<file path="src/rtl/insn_split_pkg.sv">
package insn_split_pkg;

  localparam logic [7:0] ESC_BYTE = 8'h0F;

  typedef enum logic [2:0] {
    PG_NONE,
    PG_LOCKREP,
    PG_SEG,
    PG_OPSZ,
    PG_ADSZ
  } pfx_grp_e;

  typedef enum logic [2:0] {
    ST_PFX,
    ST_OP2,
    ST_FORM,
    ST_SIB,
    ST_DISP,
    ST_IMM
  } split_st_e;

  function automatic pfx_grp_e pfx_group(input logic [7:0] b);
    unique case (b)
      8'hF0, 8'hF2, 8'hF3:                      pfx_group = PG_LOCKREP;
      8'h2E, 8'h36, 8'h3E, 8'h26, 8'h64, 8'h65: pfx_group = PG_SEG;
      8'h66:                                    pfx_group = PG_OPSZ;
      8'h67:                                    pfx_group = PG_ADSZ;
      default:                                  pfx_group = PG_NONE;
    endcase
  endfunction

  function automatic logic [2:0] imm_bytes(input logic [1:0] code);
    unique case (code)
      2'd0:    imm_bytes = 3'd0;
      2'd1:    imm_bytes = 3'd1;
      2'd2:    imm_bytes = 3'd2;
      default: imm_bytes = 3'd4;
    endcase
  endfunction

endpackage

</file>
<file path="src/rtl/isp_pfx_tracker.sv">
module isp_pfx_tracker
  import insn_split_pkg::*;
(
  input  logic       clk,
  input  logic       rst_n,
  input  logic       fresh,
  input  logic       pfx_we,
  input  logic       esc_we,
  input  logic [7:0] in_byte,
  output logic [7:0] rep_lock,
  output logic [7:0] seg_ovr,
  output logic       opsz_ovr,
  output logic       adsz_ovr,
  output logic [7:0] mand_pfx,
  output logic       dup_err
);

  logic [7:0] g1_q, g2_q, mand_q, last_q;
  logic       g3_q, g4_q, dup_q;
  logic [7:0] b_g1, b_g2, b_last;
  logic       b_g3, b_g4, b_dup;

  // A new instruction starts from an empty prefix set.
  always_comb begin
    b_g1   = fresh ? 8'h00 : g1_q;
    b_g2   = fresh ? 8'h00 : g2_q;
    b_g3   = fresh ? 1'b0  : g3_q;
    b_g4   = fresh ? 1'b0  : g4_q;
    b_dup  = fresh ? 1'b0  : dup_q;
    b_last = fresh ? 8'h00 : last_q;
  end

  always_ff @(posedge clk) begin
    if (!rst_n) begin
      g1_q <= '0; g2_q <= '0; g3_q <= 1'b0; g4_q <= 1'b0;
      dup_q <= 1'b0; mand_q <= '0; last_q <= '0;
    end else if (fresh || pfx_we || esc_we) begin
      g1_q   <= b_g1;
      g2_q   <= b_g2;
      g3_q   <= b_g3;
      g4_q   <= b_g4;
      dup_q  <= b_dup;
      mand_q <= fresh ? 8'h00 : mand_q;
      last_q <= 8'h00;
      if (pfx_we) begin
        last_q <= in_byte;
        unique case (pfx_group(in_byte))
          PG_LOCKREP: begin g1_q <= in_byte; if (b_g1 != 8'h00) dup_q <= 1'b1; end
          PG_SEG:     begin g2_q <= in_byte; if (b_g2 != 8'h00) dup_q <= 1'b1; end
          PG_OPSZ:    begin g3_q <= 1'b1;    if (b_g3) dup_q <= 1'b1; end
          PG_ADSZ:    begin g4_q <= 1'b1;    if (b_g4) dup_q <= 1'b1; end
          default:    ;
        endcase
      end
      if (esc_we) begin
        if (b_last == 8'hF2 || b_last == 8'hF3) begin
          mand_q <= b_last;
          g1_q   <= 8'h00;
        end else if (b_last == 8'h66) begin
          mand_q <= b_last;
          g3_q   <= 1'b0;
        end
      end
    end
  end

  assign rep_lock = g1_q;
  assign seg_ovr  = g2_q;
  assign opsz_ovr = g3_q;
  assign adsz_ovr = g4_q;
  assign mand_pfx = mand_q;
  assign dup_err  = dup_q;

endmodule

</file>
<file path="src/rtl/isp_form_rules.sv">
module isp_form_rules (
  input  logic [1:0] mod_f,
  input  logic [2:0] rm_f,
  input  logic [2:0] base_f,
  input  logic       wide,
  output logic       sib_next,
  output logic [2:0] disp_bytes
);

  always_comb begin
    sib_next   = 1'b0;
    disp_bytes = 3'd0;
    if (mod_f != 2'b11) begin
      if (wide) begin
        sib_next = (rm_f == 3'b100);
        unique case (mod_f)
          2'b00:   disp_bytes = (rm_f == 3'b101 || (rm_f == 3'b100 && base_f == 3'b101)) ? 3'd4 : 3'd0;
          2'b01:   disp_bytes = 3'd1;
          default: disp_bytes = 3'd4;
        endcase
      end else begin
        unique case (mod_f)
          2'b00:   disp_bytes = (rm_f == 3'b110) ? 3'd2 : 3'd0;
          2'b01:   disp_bytes = 3'd1;
          default: disp_bytes = 3'd2;
        endcase
      end
    end
  end

endmodule

</file>
<file path="src/rtl/isp_le_collector.sv">
module isp_le_collector #(
  parameter int NBYTES = 4
) (
  input  logic                  clk,
  input  logic                  rst_n,
  input  logic                  clr,
  input  logic                  we,
  input  logic [7:0]            din,
  output logic [8*NBYTES-1:0]   value
);

  localparam int IW = (NBYTES > 1) ? $clog2(NBYTES) : 1;

  logic [IW-1:0] idx_q;

  always_ff @(posedge clk) begin
    if (!rst_n || clr) idx_q <= '0;
    else if (we)       idx_q <= idx_q + IW'(1);
  end

  for (genvar i = 0; i < NBYTES; i++) begin : g_lane
    logic [7:0] lane_q;
    always_ff @(posedge clk) begin
      if (!rst_n || clr)                lane_q <= 8'h00;
      else if (we && idx_q == IW'(i))   lane_q <= din;
    end
    assign value[8*i +: 8] = lane_q;
  end

endmodule

</file>
<file path="src/rtl/insn_splitter.sv">
module insn_splitter
  import insn_split_pkg::*;
#(
  parameter int MAX_LEN    = 15,
  parameter int DISP_BYTES = 4,
  parameter int IMM_BYTES  = 4
) (
  input  logic                    clk,
  input  logic                    rst_n,
  input  logic                    in_valid,
  output logic                    in_ready,
  input  logic [7:0]              in_byte,
  input  logic                    addr32_mode,
  input  logic                    cls_has_form,
  input  logic [1:0]              cls_imm_code,
  output logic                    done,
  output logic                    abort,
  output logic                    dup_err,
  output logic [3:0]              total_len,
  output logic [7:0]              rep_lock,
  output logic [7:0]              seg_ovr,
  output logic                    opsz_ovr,
  output logic                    adsz_ovr,
  output logic [7:0]              mand_pfx,
  output logic                    escaped,
  output logic [15:0]             opcode,
  output logic                    form_vld,
  output logic [7:0]              form_byte,
  output logic                    sib_vld,
  output logic [7:0]              sib_byte,
  output logic [2:0]              disp_len,
  output logic [8*DISP_BYTES-1:0] disp_val,
  output logic [2:0]              imm_len,
  output logic [8*IMM_BYTES-1:0]  imm_val
);

  localparam int LW = $clog2(MAX_LEN + 1);

  split_st_e  state_q, nxt_state;
  logic [2:0] rem_q, nxt_rem;
  logic [LW-1:0] len_q;
  logic       start_q, rdy_q, done_q, abort_q;
  logic       esc_q, fvld_q, svld_q;
  logic [15:0] op_q;
  logic [7:0] form_q, sib_q;
  logic [2:0] dlen_q, ilen_q;

  logic accept, is_pfx, is_esc, over, fresh, finish;
  logic pfx_we, esc_we;
  logic op_last, addr_last, disp_last, imm_last;
  logic [7:0] fm_byte;
  logic sib_next;
  logic [2:0] dl, cls_ilen;

  assign accept   = in_valid && rdy_q;
  assign is_pfx   = (pfx_group(in_byte) != PG_NONE);
  assign is_esc   = (in_byte == ESC_BYTE);
  assign over     = accept && !start_q && (len_q == LW'(MAX_LEN));
  assign fresh    = accept && start_q;
  assign cls_ilen = imm_bytes(cls_imm_code);

  assign pfx_we = accept && !over && state_q == ST_PFX && is_pfx;
  assign esc_we = accept && !over && state_q == ST_PFX && !is_pfx && is_esc;

  isp_pfx_tracker u_pfx (
    .clk      (clk),
    .rst_n    (rst_n),
    .fresh    (fresh),
    .pfx_we   (pfx_we),
    .esc_we   (esc_we),
    .in_byte  (in_byte),
    .rep_lock (rep_lock),
    .seg_ovr  (seg_ovr),
    .opsz_ovr (opsz_ovr),
    .adsz_ovr (adsz_ovr),
    .mand_pfx (mand_pfx),
    .dup_err  (dup_err)
  );

  // One rule decoder serves both the form stage and the scale-index stage.
  assign fm_byte = (state_q == ST_FORM) ? in_byte : form_q;

  isp_form_rules u_rules (
    .mod_f      (fm_byte[7:6]),
    .rm_f       (fm_byte[2:0]),
    .base_f     (in_byte[2:0]),
    .wide       (addr32_mode ^ adsz_ovr),
    .sib_next   (sib_next),
    .disp_bytes (dl)
  );

  assign op_last   = accept && ((state_q == ST_PFX && !is_pfx && !is_esc) || state_q == ST_OP2);
  assign addr_last = accept && ((state_q == ST_FORM && !sib_next) || state_q == ST_SIB);
  assign disp_last = accept && state_q == ST_DISP && rem_q == 3'd1;
  assign imm_last  = accept && state_q == ST_IMM  && rem_q == 3'd1;

  always_comb begin
    nxt_state = state_q;
    nxt_rem   = rem_q;
    finish    = 1'b0;
    if (accept) begin
      if (state_q == ST_PFX && !is_pfx && is_esc) nxt_state = ST_OP2;
      if (state_q == ST_FORM && sib_next)          nxt_state = ST_SIB;
      if ((state_q == ST_DISP || state_q == ST_IMM) && rem_q != 3'd1) nxt_rem = rem_q - 3'd1;
      if (op_last) begin
        if (cls_has_form)         nxt_state = ST_FORM;
        else if (cls_ilen != 3'd0) begin nxt_state = ST_IMM; nxt_rem = cls_ilen; end
        else                      finish = 1'b1;
      end
      if (addr_last) begin
        if (dl != 3'd0)           begin nxt_state = ST_DISP; nxt_rem = dl; end
        else if (ilen_q != 3'd0)  begin nxt_state = ST_IMM;  nxt_rem = ilen_q; end
        else                      finish = 1'b1;
      end
      if (disp_last) begin
        if (ilen_q != 3'd0)       begin nxt_state = ST_IMM; nxt_rem = ilen_q; end
        else                      finish = 1'b1;
      end
      if (imm_last) finish = 1'b1;
      if (finish) nxt_state = ST_PFX;
      if (over) begin
        nxt_state = ST_PFX;
        finish    = 1'b0;
      end
    end
  end

  always_ff @(posedge clk) begin
    if (!rst_n) begin
      state_q <= ST_PFX;
      rem_q   <= '0;
      len_q   <= '0;
      start_q <= 1'b1;
      rdy_q   <= 1'b0;
      done_q  <= 1'b0;
      abort_q <= 1'b0;
      esc_q   <= 1'b0;
      op_q    <= '0;
      fvld_q  <= 1'b0;
      form_q  <= '0;
      svld_q  <= 1'b0;
      sib_q   <= '0;
      dlen_q  <= '0;
      ilen_q  <= '0;
    end else begin
      rdy_q   <= 1'b1;
      done_q  <= finish;
      abort_q <= over;
      state_q <= nxt_state;
      rem_q   <= nxt_rem;
      if (accept) begin
        start_q <= finish || over;
        if (over)         len_q <= '0;
        else if (start_q) len_q <= LW'(1);
        else              len_q <= len_q + LW'(1);
      end
      if (fresh) begin
        esc_q  <= 1'b0;
        op_q   <= '0;
        fvld_q <= 1'b0;
        form_q <= '0;
        svld_q <= 1'b0;
        sib_q  <= '0;
        dlen_q <= '0;
        ilen_q <= '0;
      end
      if (accept && !over) begin
        if (state_q == ST_PFX && !is_pfx && is_esc) begin
          esc_q       <= 1'b1;
          op_q[15:8]  <= ESC_BYTE;
        end
        if (op_last) begin
          op_q[7:0] <= in_byte;
          ilen_q    <= cls_ilen;
        end
        if (state_q == ST_FORM) begin
          fvld_q <= 1'b1;
          form_q <= in_byte;
          if (!sib_next) dlen_q <= dl;
        end
        if (state_q == ST_SIB) begin
          svld_q <= 1'b1;
          sib_q  <= in_byte;
          dlen_q <= dl;
        end
      end
    end
  end

  isp_le_collector #(.NBYTES(DISP_BYTES)) u_disp (
    .clk   (clk),
    .rst_n (rst_n),
    .clr   (fresh),
    .we    (accept && !over && state_q == ST_DISP),
    .din   (in_byte),
    .value (disp_val)
  );

  isp_le_collector #(.NBYTES(IMM_BYTES)) u_imm (
    .clk   (clk),
    .rst_n (rst_n),
    .clr   (fresh),
    .we    (accept && !over && state_q == ST_IMM),
    .din   (in_byte),
    .value (imm_val)
  );

  assign in_ready  = rdy_q;
  assign done      = done_q;
  assign abort     = abort_q;
  assign total_len = 4'(len_q);
  assign escaped   = esc_q;
  assign opcode    = op_q;
  assign form_vld  = fvld_q;
  assign form_byte = form_q;
  assign sib_vld   = svld_q;
  assign sib_byte  = sib_q;
  assign disp_len  = dlen_q;
  assign imm_len   = ilen_q;

endmodule

</file>
<file path="config.mk">
export PLATFORM = sky130hd
export DESIGN_NAME = insn_splitter
export DESIGN_NICKNAME = d
export VERILOG_FILES = /design/src/rtl/insn_split_pkg.sv /design/src/rtl/isp_pfx_tracker.sv /design/src/rtl/isp_form_rules.sv /design/src/rtl/isp_le_collector.sv /design/src/rtl/insn_splitter.sv
export SDC_FILE = /design/constraint.sdc
export NUM_CORES = 1
export LEC_CHECK = 0
export BUFFER_PORTS_ARGS = -buffer_cell sky130_fd_sc_hd__buf_2
export CAP_MARGIN = 25
export CELL_PAD_IN_SITES_DETAIL_PLACEMENT = 0
export CELL_PAD_IN_SITES_GLOBAL_PLACEMENT = 1
export CORE_UTILIZATION = 43
export CTS_BUF_LIST = sky130_fd_sc_hd__clkbuf_16
export DETAILED_ROUTE_END_ITERATION = 6
export GPL_TIMING_DRIVEN = 0
export PLACE_DENSITY = 0.87
export REMOVE_ABC_BUFFERS = 1
export SETUP_SLACK_MARGIN = 0.15
export SYNTH_ARGS = -nofsm -noshare
export SYNTH_HDL_FRONTEND = slang
export SYNTH_SLANG_ARGS = --single-unit
</file>
<file path="constraint.sdc">
create_clock -name clk -period 5.64 [get_ports clk]
set_clock_uncertainty 0.1 [all_clocks]
set_input_delay 1.128 -clock clk [delete_from_list [all_inputs] [get_ports clk]]
set_output_delay 1.128 -clock clk [all_outputs]
set_load 0.03 [all_outputs]
</file>
# Word level (Yosys, flattened, before mapping)
# Index checks and enable logic that the tools add are counted.
# totals
register_bits	158
wordCells	245
# classes
n_addsub	4
eq_ne	41
n_mux	107
n_bitwise	1
reduce_logical	60
# ops
cell	count
$mux 8	23
$mux 3	35
$eq 8x7->1 const B	5
$eq 8x8->1 const B	5
$mux 1	39
$eq 8x6->1 const B	4
$logic_and 1x1->1	32
$mux 16	2
$eq 3x3->1 const B	7
$reduce_bool 8->1	2
$eq 3x2->1 const B	4
$pmux 3 s2	2
$pmux 3 s4	1
$reduce_bool 3->1	4
$eq 2x2->1 const B	5
$eq 3x1->1 const B	3
$logic_or 1x1->1	9
$pmux 3 s3	1
$eq 2x1->1 const B	4
$eq 8x4->1 const B	1
$logic_not 2->1	4
$mux 4	2
$logic_not 1->1	6
$reduce_or 6->1	1
11 further kinds	12

# Depth between registers and ports, before layout
# depth
ltp_word	20
depth_mapped	9

# Cells and area by module
# From an unflattened synthesis, not the netlist that was laid out.
# unflattened
hier_cells	778
hier_area_um2	7409.6
# by_module_without_submodules
mod	n_inst	cells_per_inst	area_each_um2	seq_area_each_um2
isp_le_collector	2	160	1622.8	680.7
insn_splitter	1	301	2667.6	1101.1
isp_pfx_tracker	1	146	1416.4	700.7
isp_form_rules	1	11	80.1	0.0

# Worst setup path after synthesis
# Ideal clock, no wire load.
# synth_path
kind	input to register
from	input port in_byte[6]
to	register u_pfx.mand_q[2], in the netlist u_pfx.mand_pfx[2]
arrival_ps	2900
setup_slack_ps	2523
stages	7
path_buffers	2
path_cell_list	clkbuf_1 > nor4bb_1 > nand3_1 > or4b_1 > o31a_1 > buf_2 > a22o_1
# synth_between
elab_chain_cells	8
# synth_lines
element	line	text
start: declaration	insn_splitter.sv:12	input logic [7:0] in_byte,
$eq 8x6->1 (tied with other cells)	insn_split_pkg.sv:23	unique case (b)
$reduce_or 6->1 / $reduce_or 3->1 (equally long branches)	insn_split_pkg.sv:23	
$pmux 3 s4	insn_split_pkg.sv:23	
$reduce_bool 3->1	insn_splitter.sv:56	assign is_pfx = (pfx_group(in_byte) != PG_NONE);
$logic_not 1->1	insn_splitter.sv:63	assign esc_we = accept && !over && state_q == ST_PFX && !is_pfx && is_esc;
$logic_and 1x1->1 (2 in series)	insn_splitter.sv:63	
$mux 8 / $logic_or 1x1->1 (equally long branches)	isp_pfx_tracker.sv:55, isp_pfx_tracker.sv:37	
end signal: assignment	isp_pfx_tracker.sv:43	mand_q <= fresh ? 8'h00 : mand_q;
end signal: assignment	isp_pfx_tracker.sv:57	mand_q <= b_last;
end signal: assignment	isp_pfx_tracker.sv:60	mand_q <= b_last;
end: declaration	isp_pfx_tracker.sv:18	logic [7:0] g1_q, g2_q, mand_q, last_q;
# Several ways; a longest one is shown, not always the timed one.
# A chain may end at the register's enable or synchronous reset.

# Worst setup path after layout
# layout_path
from	input port in_byte[1]
to	register ilen_q[0], in the netlist imm_len[0]
# layout_between
elab_chain_cells	11
# layout_lines
element	line	text
$eq 8x6->1 (tied with other cells)	insn_split_pkg.sv:23	
$reduce_or 6->1 / $reduce_or 3->1 (equally long branches)	insn_split_pkg.sv:23	
$pmux 3 s4	insn_split_pkg.sv:23	
$reduce_bool 3->1	insn_splitter.sv:56	
$logic_not 1->1	insn_splitter.sv:92	assign op_last = accept && ((state_q == ST_PFX && !is_pfx && !is_esc) || state_q == ST_OP2);
$logic_and 1x1->1	insn_splitter.sv:92	
$logic_and 1x1->1 (*)	insn_splitter.sv:92	
$logic_or 1x1->1 (*)	insn_splitter.sv:92	
$logic_and 1x1->1 (*)	insn_splitter.sv:92	
$mux 3 (*)	insn_splitter.sv:172	if (op_last) begin
$mux 3 (*)	insn_splitter.sv:167	if (accept && !over) begin
end signal: assignment	insn_splitter.sv:174	ilen_q <= cls_ilen;
end: declaration	insn_splitter.sv:46	logic [2:0] dlen_q, ilen_q;
# Mark *: on every way between the ends. The rest lies on a longest branch, timed or not.

==> impl_summary.txt <==
----------------------------------------------------
[Clock tree]
  Number of CTS-inserted buffers ... 17
  Post-CTS Hold Buffers ... 0
  Post-CTS setup buffers ... 0
  Clock edge transition at the registers on the reported setup and hold paths ... 60 ps
  # H-tree levels ... 4
  Clk root buf ... sky130_fd_sc_hd__clkbuf_16
  Clock latency at the later pin of the worst-skew pair ... 420 ps
  Number of buffers between clock root and the deepest sink ... 2
  CTS tree ... done
  Sink Count ... 158
  Post-cts resize count ... 0

[Floorplan]
  I/O pin cnt ... 154
  Cell row count ... 45
  Core Region ... 15300 um2
  Initial core utilization ... 44.4%
  Floorplan die area ... 16300 um2
  Die Ht ... 128 um
  Width of the die ... 128 um

[Power]
  Total internal power ... 1.81 mW
  Sw frac ... a little under a quarter
  Combinational cell fraction of total power ... 6.2%
  Maximum ir drop on the vdd rail ... 200 uV
  Switching power of the nets ... 0.560 mW
  Leakage ... 3.56 nW
  Pwr per Cell Area ... 286 nW/um2
  Clock group share of total power ... 46.0%
  Design Power ... 2.37 mW
  Sequential power share ... 47.8%

[Min path]
  Cell depth of the worst min-delay path ... 2
  Path class of the lowest-slack min-delay path ... flip-flop to flip-flop
  Min-Delay Startpoint ... opcode[11]$_SDFF_PN0_
  Min-Delay Endpoint ... opcode[11]$_SDFF_PN0_

[Synth]
  Post-Syn Area ... 6800 um2
  Synthesized netlist cell count ... 821
  Number of flops mapped to enable cells by yosys ... 0
  Dominant synthesized flop cell ... sky130_fd_sc_hd__dfxtp_1
  Synth area leaders ... sky130_fd_sc_hd__dfxtp_1, sky130_fd_sc_hd__nand2_1, sky130_fd_sc_hd__a21oi_1, sky130_fd_sc_hd__nand3_1, sky130_fd_sc_hd__and3_1
  Number of distinct standard cells referenced by the synthesized netlist ... 69
  Post-synthesis average cell area ... 8.28 um2
  Share of the yosys chip area belonging to registers ... between 40% and 50%
  Async S/R FF share, synth ... 0%
  Proportion of netlist area held by the largest area contributor ... 46.5%
  Synthesis-stage register bit count ... between 150 and 200
  Yosys top cell by area ... sky130_fd_sc_hd__dfxtp_1
  Synth Warn # ... 0
  Leading post-synthesis cells by instance count ... sky130_fd_sc_hd__dfxtp_1, sky130_fd_sc_hd__nand2_1, sky130_fd_sc_hd__a21oi_1
  Count leader, synth ... sky130_fd_sc_hd__dfxtp_1

[Timing]
  Final max-slew violation count ... 0
  Final min period ... between 3000 and 4000 ps
  Slew of the pin with the lowest slew margin ... 1020 ps
  Final setup violation count ... 0
  Setup TNS ... 0 ps
  Worst slew margin relative to its limit ... 31.7%
  Max Clock Freq ... 294 MHz
  Final Hold Violating Endpoints ... 0
  Setup repair after global routing missed its margin ... no
  Final period util ... 60.3%

[Setup path]
  Critical R2R Capture ... u_pfx.mand_pfx[2]$_SDFFE_PN0P_
  Setup CP Type ... input port to flip-flop
  Arrival time worst endpoint ... 3620 ps
  R2r startpoint ... in_ready$_DFF_P_
  Depth of the most critical reg-to-reg path ... 5
  Worst reg-to-reg setup slack ... 2700 ps
  Worst endpoint required time ... ~5900 ps
  Peak fanout along the critical path ... 20
  Worst setup SP type ... input port
  Worst setup EP type ... flip-flop

[Outcome]
  Result of the run ... complete, no violations

[Cells and area]
  Layout Nets ... 964
  Share of final-layout standard cells stronger than drive strength 1 ... 21.1%
  Filler Cells Inserted ... 1505
  Diodes inserted ... 0
  Synthesis-to-finish area growth ... 21.5%

[Detailed routing]
  Detailed-router iteration count before antenna repair ... 5
  Via count of the routed design ... 6234
  Total routed wirelength ... 19.3 mm
  Routed via count divided by cell count ... 5.37
  Average wire per cell in the routed design ... 16.6 um
  Detailed router's first-iteration violation count ... 423
  Count of antenna-violating nets left after detailed routing ... 0
  DRC viols ... 0

[Placement]
  Half-perimeter wire length after placement ... 12.6 mm
  Final GP Congestion ... 0.916
  Port bufs ... 153

[GRT]
  Overall fraction of global-route tracks in use ... 23.7%
  Initial antenna violation count ... 0
  Via count of the first global-routing pass ... between 5000 and 6000
  First-pass GRT wire length ... 30.0 mm
  Overflow left after global routing ... 0
  Pin count of the biggest net entering global routing ... 66

[Run]
  Number of maximum-capacitance violations ... 0

----------------------------------------------------
[layout by cell type, fill, tap and decap left out, types with 3 or more instances in the layout]
cell                         count
sky130_fd_sc_hd__dfxtp_1       158
sky130_fd_sc_hd__nand2_1       156
sky130_fd_sc_hd__buf_2         153
sky130_fd_sc_hd__a21oi_1        75
sky130_fd_sc_hd__nand3_1        56
sky130_fd_sc_hd__nor2_1         44
sky130_fd_sc_hd__and3_1         27
sky130_fd_sc_hd__inv_1          19
sky130_fd_sc_hd__a21boi_0       19
sky130_fd_sc_hd__o21ai_0        17
sky130_fd_sc_hd__clkbuf_16      17
sky130_fd_sc_hd__nor2b_1        16
sky130_fd_sc_hd__and2_1         14
sky130_fd_sc_hd__nor3_1         12
sky130_fd_sc_hd__o21a_1         12
sky130_fd_sc_hd__a31oi_1        11
sky130_fd_sc_hd__ha_1           11
sky130_fd_sc_hd__a22o_1          9
sky130_fd_sc_hd__nor4_1          8
sky130_fd_sc_hd__mux2i_1         7
sky130_fd_sc_hd__a21o_1          7
sky130_fd_sc_hd__nand2b_1        6
sky130_fd_sc_hd__or2_2           4
sky130_fd_sc_hd__and3b_1         4
sky130_fd_sc_hd__o211ai_1        4
sky130_fd_sc_hd__a211oi_1        4
sky130_fd_sc_hd__clkinvlp_4      4
sky130_fd_sc_hd__clkinv_1        4
sky130_fd_sc_hd__or3b_1          3
sky130_fd_sc_hd__mux2_2          3
sky130_fd_sc_hd__xnor2_1         3
sky130_fd_sc_hd__nor3b_1         3
sky130_fd_sc_hd__buf_16          3
[worst max path at each step]
stage / to / slack (ps) / depth (start not counted) / from
floorplan: u_pfx.opsz_ovr$_SDFFE_PN0P_ / 1680 / 4 / in_valid
global placement: u_pfx.opsz_ovr$_SDFFE_PN0P_ / -230 / 5 / in_valid
detailed placement: imm_len[0]$_SDFF_PN0_ / 1860 / 7 / in_byte[1]
CTS: opcode[7]$_SDFF_PN0_ / 2290 / 7 / in_byte[0]
global route: opcode[3]$_SDFF_PN0_ / 2080 / 7 / in_byte[1]
finish: imm_len[0]$_SDFF_PN0_ / 2240 / 7 / in_byte[1]
[worst max-delay path: stages]
cell and delay (ps):
sky130_fd_sc_hd__buf_2 410, sky130_fd_sc_hd__nor4bb_1 430, sky130_fd_sc_hd__a21oi_1 190, sky130_fd_sc_hd__o21ai_1 460, sky130_fd_sc_hd__a2111o_1 670, sky130_fd_sc_hd__nor3b_1 120, sky130_fd_sc_hd__o21a_1 200
[power by group through the flow]
stage               Combinational [mW]  Sequential, mW  Clock (mW)
global route                     0.157            1.13        1.15
CTS                              0.142            1.13        1.11
floorplan                       0.0661            1.16           0
finish                           0.146            1.13        1.09
global placement                 0.137            1.16           0
detailed placement               0.142            1.16           0
[cell families (layout without fill, tap and decap cells)]
family,count (synthesis),in the layout,share of synthesized area (%)
buffers and inverters,77,206,4.47
adder cells (fa/ha/maj),11,11,2.02
flip-flops,158,158,46.5
XOR/XNOR,5,5,0.644
multiplexers,11,11,1.75
AND/OR/NAND/NOR,370,370,26.4
AO/OA/AOI/OAI,189,189,18.2
[area by class of cell]
class                      instances  area, um2  share of cell area (%)
multi-input combinational        586       3340                    40.4
sequential                       158       3160                    38.3
timing repair buffer             158        876                    10.6
clock buffer                      17        425                    5.15
tap                              211        264                    3.20
clock inverter                    14        130                    1.58
inverter                          17       63.8                   0.772
[state kept, by name (all words and copies together) (netlist names), 4 cells and up]
name                  flops
total_len                 4
sib_byte                  8
u_pfx.seg_ovr             8
u_pfx.mand_pfx            8
u_pfx.last_q              8
opcode                   16
u_imm.g_lane.lane_q      32
u_pfx.rep_lock            8
u_disp.g_lane.lane_q     32
form_byte                 8
[per-stage QoR]
step           worst slack (ps)  utilization, %  hold slack (ps)  instances  cell area, um2
6_report                   2240            53.9              343       1161            8260
2_1_floorplan              1680               -              326        761            6560
4_1_cts                    2290            53.8              344       1160            8230
3_3_place_gp               -227            49.6              328       1125            7590
5_1_grt                    2080            53.9              354       1161            8260
3_5_place_dp               1860            50.1              333       1129            7680
[layer usage]
layer / vias up / global-route usage (%) / wire length [um] / share of wire [%]
li1: 3097 / - / - / -
met1: 2943 / 32.6 / 9170 / 48
met2: 178 / 36.0 / 8760 / 45
met3: 16 / 6.01 / 1120 / 5.8
met4: 0 / 8.10 / 242 / 1.3
met5: - / 0 / 0 / 0
No activity file was read; power rests on OpenSTA's default activity.
